<file path="config.mk">
export PLATFORM = sky130hd
export DESIGN_NAME = operand_shifter
export DESIGN_NICKNAME = d
export VERILOG_FILES = /design/src/rtl/shop_pkg.sv /design/src/rtl/shop_rotr.sv /design/src/rtl/shop_decode.sv /design/src/rtl/shop_barrel.sv /design/src/rtl/operand_shifter.sv
export SDC_FILE = /design/constraint.sdc
export NUM_CORES = 1
export LEC_CHECK = 0
export BUFFER_PORTS_ARGS = -buffer_cell sky130_fd_sc_hd__buf_2
export CORE_ASPECT_RATIO = 1.25
export CORE_MARGIN = 2
export CORE_UTILIZATION = 47
export CTS_CLUSTER_SIZE = 8
export DETAILED_ROUTE_END_ITERATION = 10
export HOLD_SLACK_MARGIN = 0.1
export MAX_ROUTING_LAYER = met4
export PLACE_DENSITY = 0.79
export SLEW_MARGIN = 0
export SYNTH_ARGS = -nofsm -noshare
export SYNTH_HDL_FRONTEND = slang
export SYNTH_SLANG_ARGS = --single-unit
</file>
<file path="constraint.sdc">
create_clock -name clk_i -period 0.8 [get_ports clk_i]
set_input_delay 0.12 -clock clk_i [delete_from_list [all_inputs] [get_ports clk_i]]
set_output_delay 0.12 -clock clk_i [all_outputs]
set_load 0.02 [all_outputs]
</file>
<file path="src/rtl/shop_pkg.sv">
`timescale 1ns/1ps
package shop_pkg;
  typedef enum logic [1:0] {
    SH_LSL = 2'b00,
    SH_LSR = 2'b01,
    SH_ASR = 2'b10,
    SH_ROR = 2'b11
  } shift_kind_e;

  typedef enum logic [1:0] {
    FORM_ROT_IMM,
    FORM_IMM_SHIFT,
    FORM_REG_SHIFT,
    FORM_RAW_OFFSET
  } form_e;

  typedef struct packed {
    form_e       form;
    shift_kind_e kind;
    logic [7:0]  amount;
    logic        rrx;
  } shift_ctl_t;
endpackage

</file>
<file path="src/rtl/shop_rotr.sv">
`timescale 1ns/1ps
module shop_rotr #(
  parameter int W  = 32,
  parameter int SW = $clog2(W)
) (
  input  logic [W-1:0]  d_i,
  input  logic [SW-1:0] amt_i,
  output logic [W-1:0]  q_o
);
  logic [W-1:0] stage [SW+1];

  assign stage[0] = d_i;

  for (genvar k = 0; k < SW; k++) begin : g_stage
    localparam int D = 1 << k;
    assign stage[k+1] = amt_i[k] ? {stage[k][D-1:0], stage[k][W-1:D]} : stage[k];
  end

  assign q_o = stage[SW];
endmodule

</file>
<file path="src/rtl/shop_decode.sv">
`timescale 1ns/1ps
module shop_decode
  import shop_pkg::*;
#(
  parameter int AMT_W = 8
) (
  input  logic [31:0]      instr_i,
  input  logic [AMT_W-1:0] rs_low_i,
  input  logic             mode_i,
  output shift_ctl_t       ctl_o,
  output logic             extra_cycle_o
);
  logic [4:0]  imm_amt;
  shift_kind_e kind;

  assign imm_amt = instr_i[11:7];
  assign kind    = shift_kind_e'(instr_i[6:5]);

  always_comb begin
    ctl_o.form    = FORM_IMM_SHIFT;
    ctl_o.kind    = kind;
    ctl_o.amount  = 8'(imm_amt);
    ctl_o.rrx     = 1'b0;
    extra_cycle_o = 1'b0;
    if (mode_i) begin
      if (!instr_i[25]) begin
        ctl_o.form = FORM_RAW_OFFSET;
      end else if (imm_amt == 5'd0) begin
        // zero amount: rotate -> through-carry, right shifts -> full width
        unique case (kind)
          SH_ROR:         ctl_o.rrx    = 1'b1;
          SH_LSR, SH_ASR: ctl_o.amount = 8'd32;
          default:        ctl_o.amount = 8'd0;
        endcase
      end
    end else if (instr_i[25]) begin
      ctl_o.form = FORM_ROT_IMM;
    end else if (instr_i[4]) begin
      ctl_o.form    = FORM_REG_SHIFT;
      ctl_o.amount  = 8'(rs_low_i);
      extra_cycle_o = 1'b1;
    end else if (imm_amt == 5'd0 && kind == SH_ROR) begin
      ctl_o.rrx = 1'b1;
    end
  end
endmodule

</file>
<file path="src/rtl/shop_barrel.sv">
`timescale 1ns/1ps
module shop_barrel
  import shop_pkg::*;
#(
  parameter int W     = 32,
  parameter int AMT_W = 8
) (
  input  logic [W-1:0]     val_i,
  input  shift_kind_e      kind_i,
  input  logic [AMT_W-1:0] amt_i,
  input  logic             rrx_i,
  input  logic             carry_i,
  output logic [W-1:0]     res_o,
  output logic             carry_o
);
  localparam int SW = $clog2(W);

  logic [SW-1:0] s, rot_amt, rsh_cidx;
  logic [W-1:0]  rotated, lmask, rmask;
  logic          wide, exact_w, zero, sign;

  assign s        = amt_i[SW-1:0];
  assign wide     = amt_i >= AMT_W'(W);
  assign exact_w  = amt_i == AMT_W'(W);
  assign zero     = amt_i == '0;
  assign sign     = val_i[W-1];
  // left shift = rotate right by W - s; same value indexes the left carry
  assign rot_amt  = (kind_i == SH_LSL) ? (~s + 1'b1) : s;
  assign rsh_cidx = s - 1'b1;
  assign lmask    = {W{1'b1}} << s;
  assign rmask    = {W{1'b1}} >> s;

  shop_rotr #(.W(W), .SW(SW)) u_rot (
    .d_i  (val_i),
    .amt_i(rot_amt),
    .q_o  (rotated)
  );

  always_comb begin
    res_o   = val_i;
    carry_o = carry_i;
    if (rrx_i) begin
      res_o   = {carry_i, val_i[W-1:1]};
      carry_o = val_i[0];
    end else if (!zero) begin
      unique case (kind_i)
        SH_LSL: begin
          if (wide) begin
            res_o   = '0;
            carry_o = exact_w & val_i[0];
          end else begin
            res_o   = rotated & lmask;
            carry_o = val_i[rot_amt];
          end
        end
        SH_LSR: begin
          if (wide) begin
            res_o   = '0;
            carry_o = exact_w & sign;
          end else begin
            res_o   = rotated & rmask;
            carry_o = val_i[rsh_cidx];
          end
        end
        SH_ASR: begin
          if (wide) begin
            res_o   = {W{sign}};
            carry_o = sign;
          end else begin
            res_o   = (rotated & rmask) | ({W{sign}} & ~rmask);
            carry_o = val_i[rsh_cidx];
          end
        end
        default: begin
          // modulo rotate; s==0 wraps the carry index to the top bit
          res_o   = rotated;
          carry_o = val_i[rsh_cidx];
        end
      endcase
    end
  end
endmodule

</file>
<file path="src/rtl/operand_shifter.sv">
`timescale 1ns/1ps
module operand_shifter
  import shop_pkg::*;
#(
  parameter int  W       = 32,
  parameter int  AMT_W   = 8,
  parameter int  IMM_W   = 8,
  parameter int  OFF_W   = 12,
  parameter bit  OUT_REG = 1'b1
) (
  input  logic             clk_i,
  input  logic             rst_ni,
  input  logic [31:0]      instr_i,
  input  logic [W-1:0]     rm_val_i,
  input  logic [AMT_W-1:0] rs_low_i,
  input  logic             carry_i,
  input  logic             mode_i,
  output logic [W-1:0]     op_o,
  output logic             carry_o,
  output logic             extra_cycle_o
);
  localparam int SW = $clog2(W);

  shift_ctl_t   ctl;
  logic         extra_d;
  logic [W-1:0] sh_res, imm_res, op_d;
  logic         sh_carry, imm_carry, carry_d;
  logic [3:0]   rot_field;

  shop_decode #(.AMT_W(AMT_W)) u_dec (
    .instr_i      (instr_i),
    .rs_low_i     (rs_low_i),
    .mode_i       (mode_i),
    .ctl_o        (ctl),
    .extra_cycle_o(extra_d)
  );

  shop_barrel #(.W(W), .AMT_W(AMT_W)) u_sh (
    .val_i  (rm_val_i),
    .kind_i (ctl.kind),
    .amt_i  (ctl.amount),
    .rrx_i  (ctl.rrx),
    .carry_i(carry_i),
    .res_o  (sh_res),
    .carry_o(sh_carry)
  );

  assign rot_field = instr_i[11:8];

  // dedicated rotator keeps the immediate off the register-shift path
  shop_rotr #(.W(W), .SW(SW)) u_imm_rot (
    .d_i  (W'(instr_i[IMM_W-1:0])),
    .amt_i(SW'({rot_field, 1'b0})),
    .q_o  (imm_res)
  );

  assign imm_carry = (rot_field != 4'd0) ? imm_res[W-1] : carry_i;

  always_comb begin
    unique case (ctl.form)
      FORM_ROT_IMM: begin
        op_d    = imm_res;
        carry_d = imm_carry;
      end
      FORM_RAW_OFFSET: begin
        op_d    = W'(instr_i[OFF_W-1:0]);
        carry_d = carry_i;
      end
      default: begin
        op_d    = sh_res;
        carry_d = sh_carry;
      end
    endcase
  end

  if (OUT_REG) begin : g_reg
    always_ff @(posedge clk_i or negedge rst_ni) begin
      if (!rst_ni) begin
        op_o          <= '0;
        carry_o       <= 1'b0;
        extra_cycle_o <= 1'b0;
      end else begin
        op_o          <= op_d;
        carry_o       <= carry_d;
        extra_cycle_o <= extra_d;
      end
    end
  end else begin : g_comb
    assign op_o          = op_d;
    assign carry_o       = carry_d;
    assign extra_cycle_o = extra_d;
  end
endmodule

</file>
==> metrics.log, run 1 <==
[metrics] I/O Buffers: 90
[metrics] Yosys top cell by area: sky130_fd_sc_hd__dfrtp_1
[metrics] number of synthesized flops with an enable pin: 0
[metrics] die extent in x: 107 µm
[metrics] share of Yosys cell area claimed by the top area cell type: 13.7%
[metrics] chip height: 133 µm
[metrics] Run Error: [ERROR GRT-0232] Routing congestion too high. Check the congestion heatmap in the GUI.
[metrics] sum of net half-perimeters after detailed placement: 28200 µm
[metrics] Avg Inst Size Synth: 7.31 µm²
[metrics] Inserted Clock Buffers: 5
[metrics] ranking of synthesized cells by area: sky130_fd_sc_hd__dfrtp_1, sky130_fd_sc_hd__mux2i_1, sky130_fd_sc_hd__o21ai_0
[metrics] Net Count, Synth: 936
[metrics] result of the run: did not finish
[metrics] Site Rows: 47
[metrics] Clock Tree Root: sky130_fd_sc_hd__clkbuf_16
[metrics] cell with the most instances after synthesis: sky130_fd_sc_hd__o21ai_0
[metrics] Crit. endpoint post-GRT repair: op_o[2]$_DFF_PN0_/D
[metrics] library cells used by synthesis: 79
[metrics] Synth top cells by count: sky130_fd_sc_hd__o21ai_0, sky130_fd_sc_hd__nand2_1, sky130_fd_sc_hd__mux2i_1, sky130_fd_sc_hd__nor2_1, sky130_fd_sc_hd__a21oi_1
[metrics] initial cell density of the core: 47.4%
[metrics] maximum number of pins on one net before global-route repair: 35
[metrics] Synth Instances: 851
[metrics] yosys warns: 0
[metrics] depth of the CTS H-tree: 2
[metrics] cell area after synthesis: 6220 µm²
[metrics] ys flop type: sky130_fd_sc_hd__dfrtp_1
[metrics] cell count after placement: 1377
[metrics] post-synthesis sequential area ratio: 13.7%
[metrics] Congestion Overflow GR: 2
[metrics] final estimated routing congestion in global placement: 1.24
[metrics] gr usage total: 64.3%
[metrics] flip-flop and latch count after synthesis: 34
[metrics] number of buffers on the longest clock path: 2
[metrics] kind of the worst endpoint: register input
[metrics] top-level I/O count: 110
[metrics] Halt Stage: global routing (5_1_grt)
[metrics] ys async rst share: 100%
[metrics] Sinks on Clock Net: 34
==> layer usage <==
metal	GRT overflow	GRT usage, %
met5	-	-
met4	1	59.7
met3	0	39.0
met2	1	82.8
met1	0	66.0
==> logic make-up after synthesis <==
kind of cell,Yosys count,share of synthesized area [%]
AO/OA/AOI/OAI,320,34.1
XOR/XNOR,5,0.825
adder cells (fa/ha/maj),9,1.81
buffers and inverters,91,6.44
flip-flops,34,13.7
multiplexers,123,23.4
AND/OR/NAND/NOR,269,19.8
==> metrics by stage <==
step	setup slack (ps)	util [%]	setup TNS, ps	hold slack, ps	cell area [µm²]
3_5_place_dp	-2500	71.0	-76730	99.7	9320
4_1_cts	-2060	78.4	-66720	306	10300
3_3_place_gp	-2520	71.0	-74940	91.5	9320
2_1_floorplan	-2480	-	-74640	-176	6370
==> timing repair <==
action | CTS
hold buffers | 1
setup buffers | 14
resized for setup | 185
endpoints found under the hold margin | 34
endpoints found under the setup margin | 68
pin swaps | 42
gates cloned | 1
==> run 2, diff against run 1 <==
CORE_ASPECT_RATIO = unset   (was 1.25)
CORE_UTILIZATION = 32   (was 47)
CTS_CLUSTER_SIZE = unset   (was 8)
HOLD_SLACK_MARGIN = unset   (was 0.1)
MAX_ROUTING_LAYER = unset   (was met4)
PLACE_DENSITY = unset   (was 0.79)
PLACE_DENSITY_LB_ADDON = 0.15   (was unset)
==> metrics.log, run 2 <==
[metrics] Pre-antenna DRT Iters: 7
[metrics] post-route minimum period: 2950 ps
[metrics] share of Yosys cell area claimed by the top area cell type: 13.7%
[metrics] largest registers: op_o (32), carry_o (1), extra_cycle_o (1)
[metrics] ys async rst share: 100%
[metrics] net switching power of the design: 7.28 mW
[metrics] leading cell type in the layout, fill and taps excluded: sky130_fd_sc_hd__buf_4
[metrics] critical path startpoint category: input pin
[metrics] final estimated routing congestion in global placement: 1.12
[metrics] slack of the critical path: -2150 ps
[metrics] Area growth syn-to-layout: 85.7%
[metrics] Placement Cell Area: 9560 µm²
[metrics] ranking of synthesized cells by area: sky130_fd_sc_hd__dfrtp_1, sky130_fd_sc_hd__mux2i_1, sky130_fd_sc_hd__o21ai_0
[metrics] result of the run: complete, but fails checks
[metrics] met1 wire length: 16200 µm
[metrics] Req. time, crit path: 1010 ps
[metrics] share of cells above drive strength 1: 54.5%
[metrics] number of buffers on the longest clock path: 2
[metrics] clock tree from TritonCTS: done
[metrics] leading cell types in the layout, fill and taps excluded: sky130_fd_sc_hd__buf_4, sky130_fd_sc_hd__nand2_1, sky130_fd_sc_hd__buf_6, sky130_fd_sc_hd__nor2_1, sky130_fd_sc_hd__o21ai_0
[metrics] clock transition at the registers of the reported paths: 60 ps
[metrics] Via Count: 9471
[metrics] initial antenna violation count: 1
[metrics] number of global-route vias before repair: 9167
[metrics] maximum fanout encountered on the critical timing path: 5
[metrics] top-level I/O count: 110
[metrics] portion of total power attributed to combinational logic: 72.6%
[metrics] Avg Inst Size Synth: 7.31 µm²
[metrics] Largest register FFs: 32
[metrics] die extent in x: 143 µm
[metrics] type of the worst setup path: input pin to flop
[metrics] highest clock rate: 339 MHz
[metrics] Inserted Clock Buffers: 5
[metrics] clock network fraction of total power: 14.0%
[metrics] Congestion Overflow GR: 0
[metrics] WL met2: 17500 µm
[metrics] fraction of power spent switching nets: 44.1%
[metrics] Yosys top cell by area: sky130_fd_sc_hd__dfrtp_1
[metrics] number of synthesized flops with an enable pin: 0
[metrics] slew at the pin closest to its max-slew limit: 662 ps
[metrics] final number of max-transition violations: 0
[metrics] number of remaining DRC errors: 0
[metrics] power consumption: 16.5 mW
[metrics] via density per instance: 6.13
[metrics] initial cell density of the core: 32.9%
[metrics] max-capacitance violation count: 0
[metrics] gr usage total: 38.8%
[metrics] Power per Cell Area: 1430 nW/µm²
[metrics] Net Count, Synth: 936
[metrics] Max-Slew Margin vs Limit: 55.7%
[metrics] largest register by flop count: op_o
[metrics] Peak supply drop: 1.03 mV
[metrics] Post-DRT Antenna Nets: 0
[metrics] first-iteration detailed-routing DRC count: 1161
[metrics] wire length of the first global-routing pass: 58400 µm
[metrics] average detailed-routed wire length per instance: 26.4 µm
[metrics] utilization after layout: 61.1%
[metrics] flip-flop and latch count after synthesis: 34
[metrics] final sum of negative setup slack: -70720 ps
[metrics] I/O Buffers: 90
[metrics] Synth Instances: 851
[metrics] cell area after synthesis: 6220 µm²
[metrics] Critical Path Max Stage Delay: 500 ps
[metrics] yosys warns: 0
[metrics] ys flop type: sky130_fd_sc_hd__dfrtp_1
[metrics] area of the core: 18900 µm²
[metrics] cell type with the highest occurrence count on the critical path: sky130_fd_sc_hd__nor2_4
[metrics] failing checks: setup timing
[metrics] setup repair after global routing missed its margin: true
[metrics] Clock Tree Root: sky130_fd_sc_hd__clkbuf_16
[metrics] data arrival time of the critical path: 3160 ps
[metrics] detailed-route wire length: 40800 µm
[metrics] Sinks on Clock Net: 34
[metrics] post-route design area: 11500 µm²
[metrics] total length of routed met3 wires: 4040 µm
[metrics] sum of net half-perimeters after detailed placement: 31500 µm
[metrics] number of hold violations in the final report: 0
[metrics] sequential fraction of design power: 13.4%
[metrics] library cells used by synthesis: 79
[metrics] crit path capture type: flop
[metrics] Max stage delay cell, worst path: sky130_fd_sc_hd__mux4_2
[metrics] post-synthesis sequential area ratio: 13.7%
[metrics] chip height: 143 µm
[metrics] depth of the CTS H-tree: 2
[metrics] Synth top cells by count: sky130_fd_sc_hd__o21ai_0, sky130_fd_sc_hd__nand2_1, sky130_fd_sc_hd__mux2i_1, sky130_fd_sc_hd__nor2_1, sky130_fd_sc_hd__a21oi_1
[metrics] Site Rows: 50
[metrics] maximum number of pins on one net before global-route repair: 27
[metrics] net count reported at finish: 1368
[metrics] Post-Route Hold Slack: 234 ps
[metrics] min-delay worst type: input pin to asynchronous set/reset pin
[metrics] static leakage: 5.22 nW
[metrics] internal power: 9.22 mW
[metrics] Die Area: 20600 µm²
[metrics] cell with the most instances after synthesis: sky130_fd_sc_hd__o21ai_0
[metrics] critical path, cell by cell: buf_6 > or3b_4 > a21boi_4 > inv_2 > ha_4 > nor2_4 > nor2_4 > buf_12 > buf_4 > mux2i_1 > mux2i_2 > mux4_2 > o211a_1 > o21ai_2
[metrics] number of setup violations in the final report: 68
[metrics] final period utilization: 369%
[metrics] topmost layer with routed signal wires: met5
[run 2: cell counts after synthesis]
No cell type changed its count.
[run 2: path summary, 6_finish.rpt]
| path | start | end | slack, ps |
|---|---|---|---|
| max | instr_i[25] | op_o[18] | -2150 |
| min | rst_ni | op_o[13] | 230 |
| max in group asynchronous | rst_ni | op_o[23] | 130 |
| min in group clk_i | rm_val_i[24] | op_o[24] | 280 |
[run 2: critical path: cells and delay by family]
kind | cells | cell delay [ps]
simple gates | 3 | 720
fa+ha+maj | 1 | 280
buf+inv | 4 | 490
mux | 3 | 970
compound gates | 3 | 560
[run 2: cells by family (layout without fill, tap and decap cells)]
group	count (synthesis)	after routing	share of synthesized area, %
XOR/XNOR	5	6	0.825
buffers and inverters	91	522	6.44
adder cells (fa/ha/maj)	9	9	1.81
multiplexers	123	124	23.4
AND/OR/NAND/NOR	269	269	19.8
AO/OA/AOI/OAI	320	320	34.1
other	0	1	0
flip-flops	34	34	13.7
[run 2: final cells by class]
| cell class | count | area (µm²) |
|---|---|---|
| fillers | 1725 | 7350 |
| multi-input cells | 728 | 6070 |
| repair buffers | 491 | 4030 |
| flip-flops and latches | 34 | 851 |
| well taps | 260 | 325 |
| clock buffers | 5 | 125 |
| inverters | 23 | 91.3 |
| clock inverters | 3 | 45.0 |
| diodes | 1 | 2.50 |
[run 2: power by group through the flow]
stage               clock network (mW)  logic (mW)  registers, mW
floorplan                            0        4.07           2.53
global placement                     0        8.93           2.17
detailed placement                   0        8.92           2.16
CTS                               2.33        10.8           2.21
global route                      2.41        12.4           2.23
finish                            2.31        12.0           2.22
[run 2: repair_timing]
action                     4_1_cts  5_1_grt
gates resized for setup        248       83
buffers inserted                34       17
hold buffers                     1        0
setup endpoints to repair       68       68
gates cloned                     6        2
hold endpoints to repair        34        0
pin swaps                       63       57
[run 2: metal layers]
metal,GRT usage (%),up-vias
li1,-,4131
met1,52.3,4512
met2,58.7,657
met3,6.30,169
met4,22.3,2
met5,0,-
[run 2: per-stage QoR]
step	std cells	setup slack, ps
finish	1545	-2150
global route	1544	-2170
CTS	1533	-2070
detailed placement	1490	-2420
global placement	1490	-2420
floorplan	851	-2480
No activity file was read; power rests on OpenSTA's default activity.
